`config.mk`:
```
export PLATFORM = sky130hd
export DESIGN_NAME = mac_unit
export DESIGN_NICKNAME = d
export VERILOG_FILES = /design/src/rtl/mac_pkg.sv /design/src/rtl/mac_product.sv /design/src/rtl/mac_range_detect.sv /design/src/rtl/mac_next_state.sv /design/src/rtl/mac_unit.sv
export SDC_FILE = /design/constraint.sdc
export NUM_CORES = 1
export LEC_CHECK = 0
export BUFFER_PORTS_ARGS = -buffer_cell sky130_fd_sc_hd__buf_2
export CAP_MARGIN = 20
export CORE_MARGIN = 1
export CORE_UTILIZATION = 45
export DETAILED_ROUTE_END_ITERATION = 10
export MAX_ROUTING_LAYER = met4
export PLACE_DENSITY_LB_ADDON = 0.1
export SETUP_SLACK_MARGIN = 0.5
export SLEW_MARGIN = 20
export SYNTH_ARGS = -nofsm -noshare
export SYNTH_HDL_FRONTEND = slang
export SYNTH_SLANG_ARGS = --single-unit
```
`constraint.sdc`:
```
create_clock -name clk -period 11.6 [get_ports clk]
set_input_delay 0.58 -clock clk [delete_from_list [all_inputs] [get_ports clk]]
set_output_delay 0.58 -clock clk [all_outputs]
set_load 0.01 [all_outputs]
```
`src/rtl/mac_pkg.sv`:
```
package mac_pkg;
    typedef enum logic [2:0] {
        OP_NOP   = 3'd0,
        OP_LOAD  = 3'd1,
        OP_ADD   = 3'd2,
        OP_SUB   = 3'd3,
        OP_CLEAR = 3'd4,
        OP_SAT   = 3'd5
    } mac_op_e;
endpackage

```
`src/rtl/mac_product.sv`:
```
// Forms the multiplier product and extends it to accumulator width.
module mac_product #(
    parameter int OP_W  = 16,
    parameter int ACC_W = 40
) (
    input  logic [OP_W-1:0]  a_i,
    input  logic [OP_W-1:0]  b_i,
    input  logic             a_signed_i,
    input  logic             b_signed_i,
    input  logic             frac_i,
    output logic [ACC_W-1:0] prod_ext_o
);
    localparam int PROD_W = 2 * OP_W;
    localparam int EXT_W  = OP_W + 1;
    localparam int GUARD  = ACC_W - PROD_W;

    logic signed [EXT_W-1:0]   a_x;
    logic signed [EXT_W-1:0]   b_x;
    logic signed [2*EXT_W-1:0] full;
    logic [PROD_W-1:0]         raw;
    logic [PROD_W-1:0]         aligned;

    always_comb begin
        // one extra bit lets signed and unsigned operands share one multiplier
        a_x        = {a_signed_i & a_i[OP_W-1], a_i};
        b_x        = {b_signed_i & b_i[OP_W-1], b_i};
        full       = a_x * b_x;
        raw        = full[PROD_W-1:0];
        aligned    = frac_i ? {raw[PROD_W-2:0], 1'b0} : raw;
        prod_ext_o = {{GUARD{aligned[PROD_W-1]}}, aligned};
    end
endmodule

```
`src/rtl/mac_range_detect.sv`:
```
// Flags an accumulator value whose top bits are not a uniform sign field.
module mac_range_detect #(
    parameter int ACC_W  = 40,
    parameter int PROD_W = 32
) (
    input  logic [ACC_W-1:0] value_i,
    output logic             out_of_range_o
);
    localparam int TOP_LSB = PROD_W - 1;

    logic [ACC_W-1:TOP_LSB] top;

    always_comb begin
        top            = value_i[ACC_W-1:TOP_LSB];
        out_of_range_o = (|top) && !(&top);
    end
endmodule

```
`src/rtl/mac_next_state.sv`:
```
// Decodes the command into the next accumulator value.
module mac_next_state #(
    parameter int OP_W  = 16,
    parameter int ACC_W = 40
) (
    input  logic [2:0]       op_i,
    input  logic             round_i,
    input  logic [ACC_W-1:0] acc_q_i,
    input  logic             ovf_q_i,
    input  logic [ACC_W-1:0] prod_ext_i,
    output logic [ACC_W-1:0] acc_d_o,
    output logic             load_o
);
    import mac_pkg::*;

    localparam int PROD_W = 2 * OP_W;
    localparam int GUARD  = ACC_W - PROD_W;
    localparam logic [ACC_W-1:0] SAT_POS   = {{(GUARD+1){1'b0}}, {(PROD_W-1){1'b1}}};
    localparam logic [ACC_W-1:0] SAT_NEG   = {{(GUARD+1){1'b1}}, {(PROD_W-1){1'b0}}};
    localparam logic [ACC_W-1:0] ROUND_INC = ACC_W'(1) << (OP_W - 1);

    mac_op_e          op;
    logic [ACC_W-1:0] base;
    logic [ACC_W-1:0] rnd;

    always_comb begin
        op      = mac_op_e'(op_i);
        base    = '0;
        load_o  = 1'b0;
        rnd     = round_i ? ROUND_INC : '0;
        acc_d_o = acc_q_i;
        unique case (op)
            OP_LOAD: begin
                base   = prod_ext_i;
                load_o = 1'b1;
            end
            OP_ADD: begin
                base   = acc_q_i + prod_ext_i;
                load_o = 1'b1;
            end
            OP_SUB: begin
                base   = acc_q_i - prod_ext_i;
                load_o = 1'b1;
            end
            OP_CLEAR: begin
                rnd    = '0;
                load_o = 1'b1;
            end
            OP_SAT: begin
                rnd    = '0;
                if (ovf_q_i) begin
                    base   = acc_q_i[ACC_W-1] ? SAT_NEG : SAT_POS;
                    load_o = 1'b1;
                end
            end
            default: begin
                rnd    = '0;
            end
        endcase
        if (load_o) begin
            acc_d_o = base + rnd;
        end
    end
endmodule

```
`src/rtl/mac_unit.sv`:
```
module mac_unit #(
    parameter int OP_W  = 16,
    parameter int ACC_W = 40
) (
    input  logic             clk,
    input  logic             rst_n,
    input  logic [2:0]       op_i,
    input  logic [OP_W-1:0]  a_i,
    input  logic [OP_W-1:0]  b_i,
    input  logic             a_signed_i,
    input  logic             b_signed_i,
    input  logic             frac_i,
    input  logic             round_i,
    output logic [ACC_W-1:0] acc_o,
    output logic             ovf_o
);
    localparam int PROD_W = 2 * OP_W;

    logic [ACC_W-1:0] acc_q;
    logic             ovf_q;
    logic [ACC_W-1:0] prod_ext;
    logic [ACC_W-1:0] acc_d;
    logic             load;
    logic             ovf_d;

    mac_product #(.OP_W(OP_W), .ACC_W(ACC_W)) u_product (
        .a_i        (a_i),
        .b_i        (b_i),
        .a_signed_i (a_signed_i),
        .b_signed_i (b_signed_i),
        .frac_i     (frac_i),
        .prod_ext_o (prod_ext)
    );

    mac_next_state #(.OP_W(OP_W), .ACC_W(ACC_W)) u_next (
        .op_i       (op_i),
        .round_i    (round_i),
        .acc_q_i    (acc_q),
        .ovf_q_i    (ovf_q),
        .prod_ext_i (prod_ext),
        .acc_d_o    (acc_d),
        .load_o     (load)
    );

    mac_range_detect #(.ACC_W(ACC_W), .PROD_W(PROD_W)) u_range (
        .value_i        (acc_d),
        .out_of_range_o (ovf_d)
    );

    always_ff @(posedge clk or negedge rst_n) begin
        if (!rst_n) begin
            acc_q <= '0;
            ovf_q <= 1'b0;
        end else if (load) begin
            acc_q <= acc_d;
            ovf_q <= ovf_d;
        end
    end

    always_comb begin
        acc_o = acc_q;
        ovf_o = ovf_q;
    end
endmodule

```
==> results.txt, run 1 <==
Required @ worst endpoint = 11810 ps
length of the first detailed-routing pass in iterations = 5
die outline width = 201 µm
Post-Synth Simple-Gate Area = 0.215
complex-gate fraction of the synthesized area = 0.168
net count after synthesis = 2640
root buffer cell = sky130_fd_sc_hd__clkbuf_16
H-tree levels = 2
TritonCTS clock tree = done
CP startpoint kind = input port
routed vias/inst = 5.62
Post-Synthesis Cells = 2192
share of synthesized cell area in full adder, half adder and majority cells = 0.405
Worst Max-Slew Pin Slew = 1010 ps
wire length per cell = 17.9 µm
maximum net fanout on the critical path = 17
layout-stage area growth over the synthesis result = 7.41%
worst endpoint data arrival time = 10750 ps
top library cells by usage in the layout, fill and taps aside = 354 x sky130_fd_sc_hd__inv_1, 288 x sky130_fd_sc_hd__nand2_1, 281 x sky130_fd_sc_hd__fa_1, 138 x sky130_fd_sc_hd__and2_1, 117 x sky130_fd_sc_hd__ha_1
number of buffers inserted for hold repair after clock tree synthesis = 0
maximum number of pins on one net before global-route repair = 72
number of vias in the routed layout = 15400
asr flop ratio synth = 1.00
remaining routing DRC violations = 0
Cell Area, Synth = 17800 µm²
post-synthesis xor/xnor area fraction = 0.0471
depth of the most critical reg-to-reg path = 19
vias in the first global route = 16100
class of the tightest hold or removal check = input port to async pin
worst clock skew = 3.35 ps
Final Hold Vio Count = 0
Starting Density = 0.458
unrepaired setup endpoints after global routing = no
total of endpoints with negative setup slack in the final report = 0
element type at the critical path end = flop
Final Cell Area = 19200 µm²
Setup TNS = 0 ps
share of layout cells above drive strength 1 = 0.104
main combinational cell family by area after synthesis = adder cells
mux cell area share after synthesis = 0.0112
number of placement rows = 72
mean instance size in the synthesized netlist = 8.14 µm²
boundary pin count = 82
run status = finished, final reports clean
final-stage net count = 2665
global-route congestion overflow total = 0
sequential-to-total area share from yosys stat = 0.0575
aggregate routed wire length = 49.1 mm
highest attainable clock frequency = 95.0 MHz
terminus of the critical flop-to-flop path = ovf_o
Max Cap Violations = 0
IO buf count = 81
total global-route track usage = 0.261
Num CTS Buffers = 5
standard cell with the maximum stage delay on the critical path = sky130_fd_sc_hd__a311oi_1
final critical-path share of the clock period = 0.908
Std-Cell Core Area = 38900 µm²
commonest register cell after synthesis = sky130_fd_sc_hd__dfrtp_1
Slowest Stage Delay on Critical Path = 560 ps
number of antenna violations at the first check in global routing = 0
chip height = 201 µm
CTS clk-pin slew, worst paths = 60 ps
placed instance area = 18700 µm²
clock latency on the worst-skew pair = 300 ps
HPWL Detailed = 40.1 mm
fin. max-slew vios = 0
number of enable-type register cells in the synthesized netlist = 0
worst-case clock buffer depth = 2
count of routing violations after the opening detailed-route iteration = 954
Die ar. = 40400 µm²
reg2reg start = acc_o[0]
leading cell type in the layout, fill and taps excluded = sky130_fd_sc_hd__inv_1
register-to-register setup slack = 6240 ps
worst relative slew slack = 0.330
fin crit period = 10530 ps
final weighted congestion in routability-driven placement = 0.929
number of distinct library cells after synthesis = 103
number of antenna cells inserted = 0
global-route wire length before repair = 82.8 mm
synthesis warning total = 0
class of the most critical setup path = input port to flop
number of clock sinks seen by CTS = 41
Routed Antenna Nets = 0
#FFs+latches synth = 41
registers in the layout, summed over array words and instances, names as in the netlist:
signal and count:
ovf_o 1, acc_o 40
cell usage after synthesis (7+ instances only):
cell type,instances,area [µm²]
sky130_fd_sc_hd__buf_1,8,30.0
sky130_fd_sc_hd__nor4_1,10,62.6
sky130_fd_sc_hd__nand2_1,289,1080
sky130_fd_sc_hd__xnor2_1,57,499
sky130_fd_sc_hd__buf_2,22,110
sky130_fd_sc_hd__nor2_1,94,353
sky130_fd_sc_hd__o221ai_1,14,123
sky130_fd_sc_hd__mux2i_1,12,120
sky130_fd_sc_hd__mux2_2,7,78.8
sky130_fd_sc_hd__a21oi_1,111,556
sky130_fd_sc_hd__o21ai_0,71,355
sky130_fd_sc_hd__or3_1,11,68.8
sky130_fd_sc_hd__a21boi_0,7,52.6
sky130_fd_sc_hd__o21a_1,13,97.6
sky130_fd_sc_hd__a31oi_1,16,100
sky130_fd_sc_hd__a211oi_1,19,143
sky130_fd_sc_hd__o2111ai_1,10,87.6
sky130_fd_sc_hd__nor2b_1,15,93.8
sky130_fd_sc_hd__or2_2,17,106
sky130_fd_sc_hd__and2_1,139,870
sky130_fd_sc_hd__dfrtp_1,41,1030
sky130_fd_sc_hd__nand4_1,26,163
sky130_fd_sc_hd__o22ai_1,8,50.1
sky130_fd_sc_hd__clkbuf_1,69,259
sky130_fd_sc_hd__nand2b_1,14,87.6
sky130_fd_sc_hd__and3_1,17,106
sky130_fd_sc_hd__nand3_1,33,165
sky130_fd_sc_hd__ha_1,124,1550
sky130_fd_sc_hd__nor3b_1,7,52.6
sky130_fd_sc_hd__o211ai_1,26,195
sky130_fd_sc_hd__a211o_1,10,87.6
sky130_fd_sc_hd__o31ai_1,9,67.6
sky130_fd_sc_hd__xor2_1,37,324
sky130_fd_sc_hd__fa_1,283,5670
sky130_fd_sc_hd__nor3_1,28,140
sky130_fd_sc_hd__a21o_1,30,225
sky130_fd_sc_hd__inv_1,354,1330
through the flow:
stage	instances	setup slack, ps	hold WS (ps)	util
2_1_floorplan	2192	911	284	-
3_3_place_gp	2719	-21.1	508	0.481
3_5_place_dp	2719	-120	506	0.481
4_1_cts	2726	521	482	0.485
5_1_grt	2735	471	325	0.492
6_report	2735	1070	277	0.492
critical path, delay by kind of cell:
| family | cells | cell delay (ps) |
|---|---|---|
| adders and majority gates | 8 | 3450 |
| and+or+nand+nor | 13 | 2740 |
| AOI/OAI and AO/OA | 9 | 2460 |
| buffers and inverters | 8 | 910 |
| muxes | 1 | 370 |
| xor gates and xnor gates | 1 | 220 |
cells by family (layout without fill, tap and decap cells):
logic type      Yosys count  count (layout)
xor+xnor                 95              95
mux                      19              19
compound gates          428             428
fa+ha+maj               407             407
buf+inv                 453             478
simple gates            749             749
flops                    41              41
worst max path at each step:
stage,cells after the start,slack (ps),to,start
after global placement,42,-20,ovf_o,a_i[15]
after floorplan,41,910,ovf_o,b_i[15]
after global routing,40,470,ovf_o,a_i[15]
after detailed placement,41,-120,ovf_o,a_i[15]
after CTS,41,520,ovf_o,b_i[15]
final,40,1070,ovf_o,a_i[6]
per-layer routing:
metal / up-vias / GRT usage / part of all wire
met2: 303 / 0.447 / 0.50
met1: 7717 / 0.337 / 0.44
met4: 0 / 0.0575 / 0.024
met5: - / - / 0
li1: 7285 / - / -
met3: 69 / 0.0212 / 0.035
area by class of cell:
| cell class | instances | area [µm²] |
|---|---|---|
| Inverter | 354 | 1330 |
| Timing Repair Buffer | 117 | 689 |
| Multi-Input combinational cell | 1698 | 15300 |
| Sequential cell | 41 | 1030 |
| Clock inverter | 2 | 35.0 |
| Fill cell | 3936 | 19800 |
| Tap cell | 518 | 648 |
| Clock buffer | 5 | 125 |
repair_timing:
action                                  in CTS  in global routing
gates resized for setup                      4                 51
pin swaps                                    0                  9
buffers inserted                             0                  9
endpoints found under the setup margin       1                  7
Power of run 1 is not shown: default switching activity piles up to over one toggle a cycle in this logic, so the estimate is an artifact.
==> inputs of run 2 (changes only) <==
--- a/config.mk
+++ b/config.mk
@@ -7,7 +7,7 @@
 export LEC_CHECK = 0
 export BUFFER_PORTS_ARGS = -buffer_cell sky130_fd_sc_hd__buf_2
 export CAP_MARGIN = 20
-export CORE_MARGIN = 1
+export CORE_MARGIN = 3
 export CORE_UTILIZATION = 45
 export DETAILED_ROUTE_END_ITERATION = 10
 export MAX_ROUTING_LAYER = met4
==> run 2 against run 1 <==
Against the previous run: wire length is 1.3% lower; fmax hardly changed; non-clock buffer count down 12; sequential share of layout area about the same; clock skew increased by 1.8 ps; core utilization decreased by 0.29 points; critical path depth fell by 1; flip-flop and latch count unchanged; final area shrank 0.59%; worst hold slack got worse by 7.2 ps; clock-buffer cell count did not move; critical endpoint unchanged; largest cell class unchanged.
==> results.txt, run 2 (same netlist as run 1, synthesis figures left out) <==
H-tree levels = 2 (unchanged)
Starting Density = 0.458 (unchanged)
total global-route track usage = 0.250 (-0.0116)
TritonCTS clock tree = done
global-route congestion overflow total = 0 (unchanged)
die outline width = 205 µm (+2.0%)
max reg flops = 40 (unchanged)
leading cell type in the layout, fill and taps excluded = sky130_fd_sc_hd__inv_1
wire length per cell = 17.8 µm (-0.91%)
Critical Path Most Common Cell = sky130_fd_sc_hd__fa_1
routed vias/inst = 5.58 (-0.78%)
Setup TNS = 0 ps (unchanged)
number of clock sinks seen by CTS = 41 (unchanged)
worst-case clock buffer depth = 2 (unchanged)
Required @ worst endpoint = 11820 ps (about the same)
CTS clk-pin slew, worst paths = 60 ps (about the same)
worst relative slew slack = 0.322 (-0.00822)
number of antenna violations at the first check in global routing = 0 (unchanged)
fin crit period = 10540 ps (+8.28 ps)
number of antenna cells inserted = 0 (unchanged)
Final Cell Area = 19000 µm² (-0.59%)
Max Cap Violations = 0 (unchanged)
number of vias in the routed layout = 15200 (-1.2%)
CP startpoint kind = input port
final-stage net count = 2653 (-0.45%)
register-to-register setup slack = 6200 ps (-40 ps)
HPWL Detailed = 39.9 mm (-0.43%)
chip height = 205 µm (+2.0%)
Routed Antenna Nets = 0 (unchanged)
final weighted congestion in routability-driven placement = 0.907 (-2.4%)
root buffer cell = sky130_fd_sc_hd__clkbuf_16
count of routing violations after the opening detailed-route iteration = 819 (-14%)
IO buf count = 81 (unchanged)
length of the first detailed-routing pass in iterations = 7 (+2)
Final Hold Vio Count = 0 (unchanged)
total of endpoints with negative setup slack in the final report = 0 (unchanged)
number of buffers inserted for hold repair after clock tree synthesis = 0 (unchanged)
remaining routing DRC violations = 0 (unchanged)
maximum net fanout on the critical path = 18 (+1)
top library cells by usage in the layout, fill and taps aside = 354 x sky130_fd_sc_hd__inv_1, 289 x sky130_fd_sc_hd__nand2_1, 280 x sky130_fd_sc_hd__fa_1, 138 x sky130_fd_sc_hd__and2_1, 120 x sky130_fd_sc_hd__ha_1
unrepaired setup endpoints after global routing = no
maximum number of pins on one net before global-route repair = 72 (unchanged)
Std-Cell Core Area = 38900 µm² (unchanged)
global-route wire length before repair = 82.9 mm (+0.12%)
class of the tightest hold or removal check = input port to async pin
worst endpoint data arrival time = 10760 ps (about the same)
vias in the first global route = 16100 (-0.21%)
share of layout cells above drive strength 1 = 0.0961 (-0.00764)
number of placement rows = 72 (unchanged)
run status = finished, final reports clean
worst clock skew = 5.15 ps (+1.80 ps)
final critical-path share of the clock period = 0.909 (about the same)
highest attainable clock frequency = 94.9 MHz (about the same)
standard cell with the maximum stage delay on the critical path = sky130_fd_sc_hd__fa_1
clock latency on the worst-skew pair = 300 ps (about the same)
boundary pin count = 82 (unchanged)
Die ar. = 42100 µm² (+4.0%)
Worst Max-Slew Pin Slew = 1020 ps (+12.3 ps)
Num CTS Buffers = 5 (unchanged)
layout-stage area growth over the synthesis result = 6.78%
Slowest Stage Delay on Critical Path = 540 ps (-20 ps)
depth of the most critical reg-to-reg path = 19 (unchanged)
class of the most critical setup path = input port to flop
fin. max-slew vios = 0 (unchanged)
placed instance area = 18700 µm² (-0.28%)
element type at the critical path end = flop
aggregate routed wire length = 48.4 mm (-1.3%)
==> run 2: cell count changes in the layout (fill, tap and decap cells not counted), sizes merged <==
cell / before / now
clkbuf: 6 / 13
buf: 116 / 97
bufinv: 1 / 2
==> run 2: stage by stage <==
| step | hold WS (ps) | instances | util | setup slack, ps |
|---|---|---|---|---|
| 2_1_floorplan | 284 | 2192 | - | 911 |
| 3_3_place_gp | 511 | 2712 | 0.480 | 392 |
| 3_5_place_dp | 517 | 2712 | 0.480 | 283 |
| 4_1_cts | 486 | 2720 | 0.485 | 553 |
| 5_1_grt | 319 | 2724 | 0.489 | 458 |
| 6_report | 270 | 2724 | 0.489 | 1060 |
==> run 2: final cells by class <==
cell class / instances / area, µm²
inverter: 354 / 1330
multi-input combinational: 1698 / 15200
clock inverter: 3 / 65.1
clock buffer: 5 / 125
tap: 518 / 648
fill: 3939 / 19900
timing repair buffer: 105 / 608
sequential: 41 / 1030
==> run 2: repair_timing <==
item / 4_1_cts / 5_1_grt
gates resized for setup: 0 / 41
setup endpoints to repair: 0 / 12
buffers inserted: 0 / 4
==> run 2: worst max-delay path, delay by kind of cell <==
kind / cells / cell delay [ps]
xor+xnor: 1 / 160
buf+inv: 5 / 550
fa+ha+maj: 8 / 4010
simple gates: 17 / 3500
compound gates: 8 / 1910
==> run 2: layer usage <==
metal	wire (µm)	GRT usage	part of all wire
met1	22000	0.333	0.45
met2	24200	0.425	0.50
met3	1460	0.0205	0.030
met4	845	0.0430	0.017
met5	0	-	0
==> run 2: final timing paths <==
| check | to | start |
|---|---|---|
| worst max-delay path | ovf_o | b_i[15] |
| worst min-delay path | acc_o[6] | rst_n |
| worst max register to register | ovf_o | acc_o[0] |
| worst min register to register | acc_o[5] | acc_o[5] |
| max in group asynchronous | acc_o[33] | rst_n |
| min in group clk | acc_o[5] | acc_o[5] |
Power of run 2 is left out for the same reason.
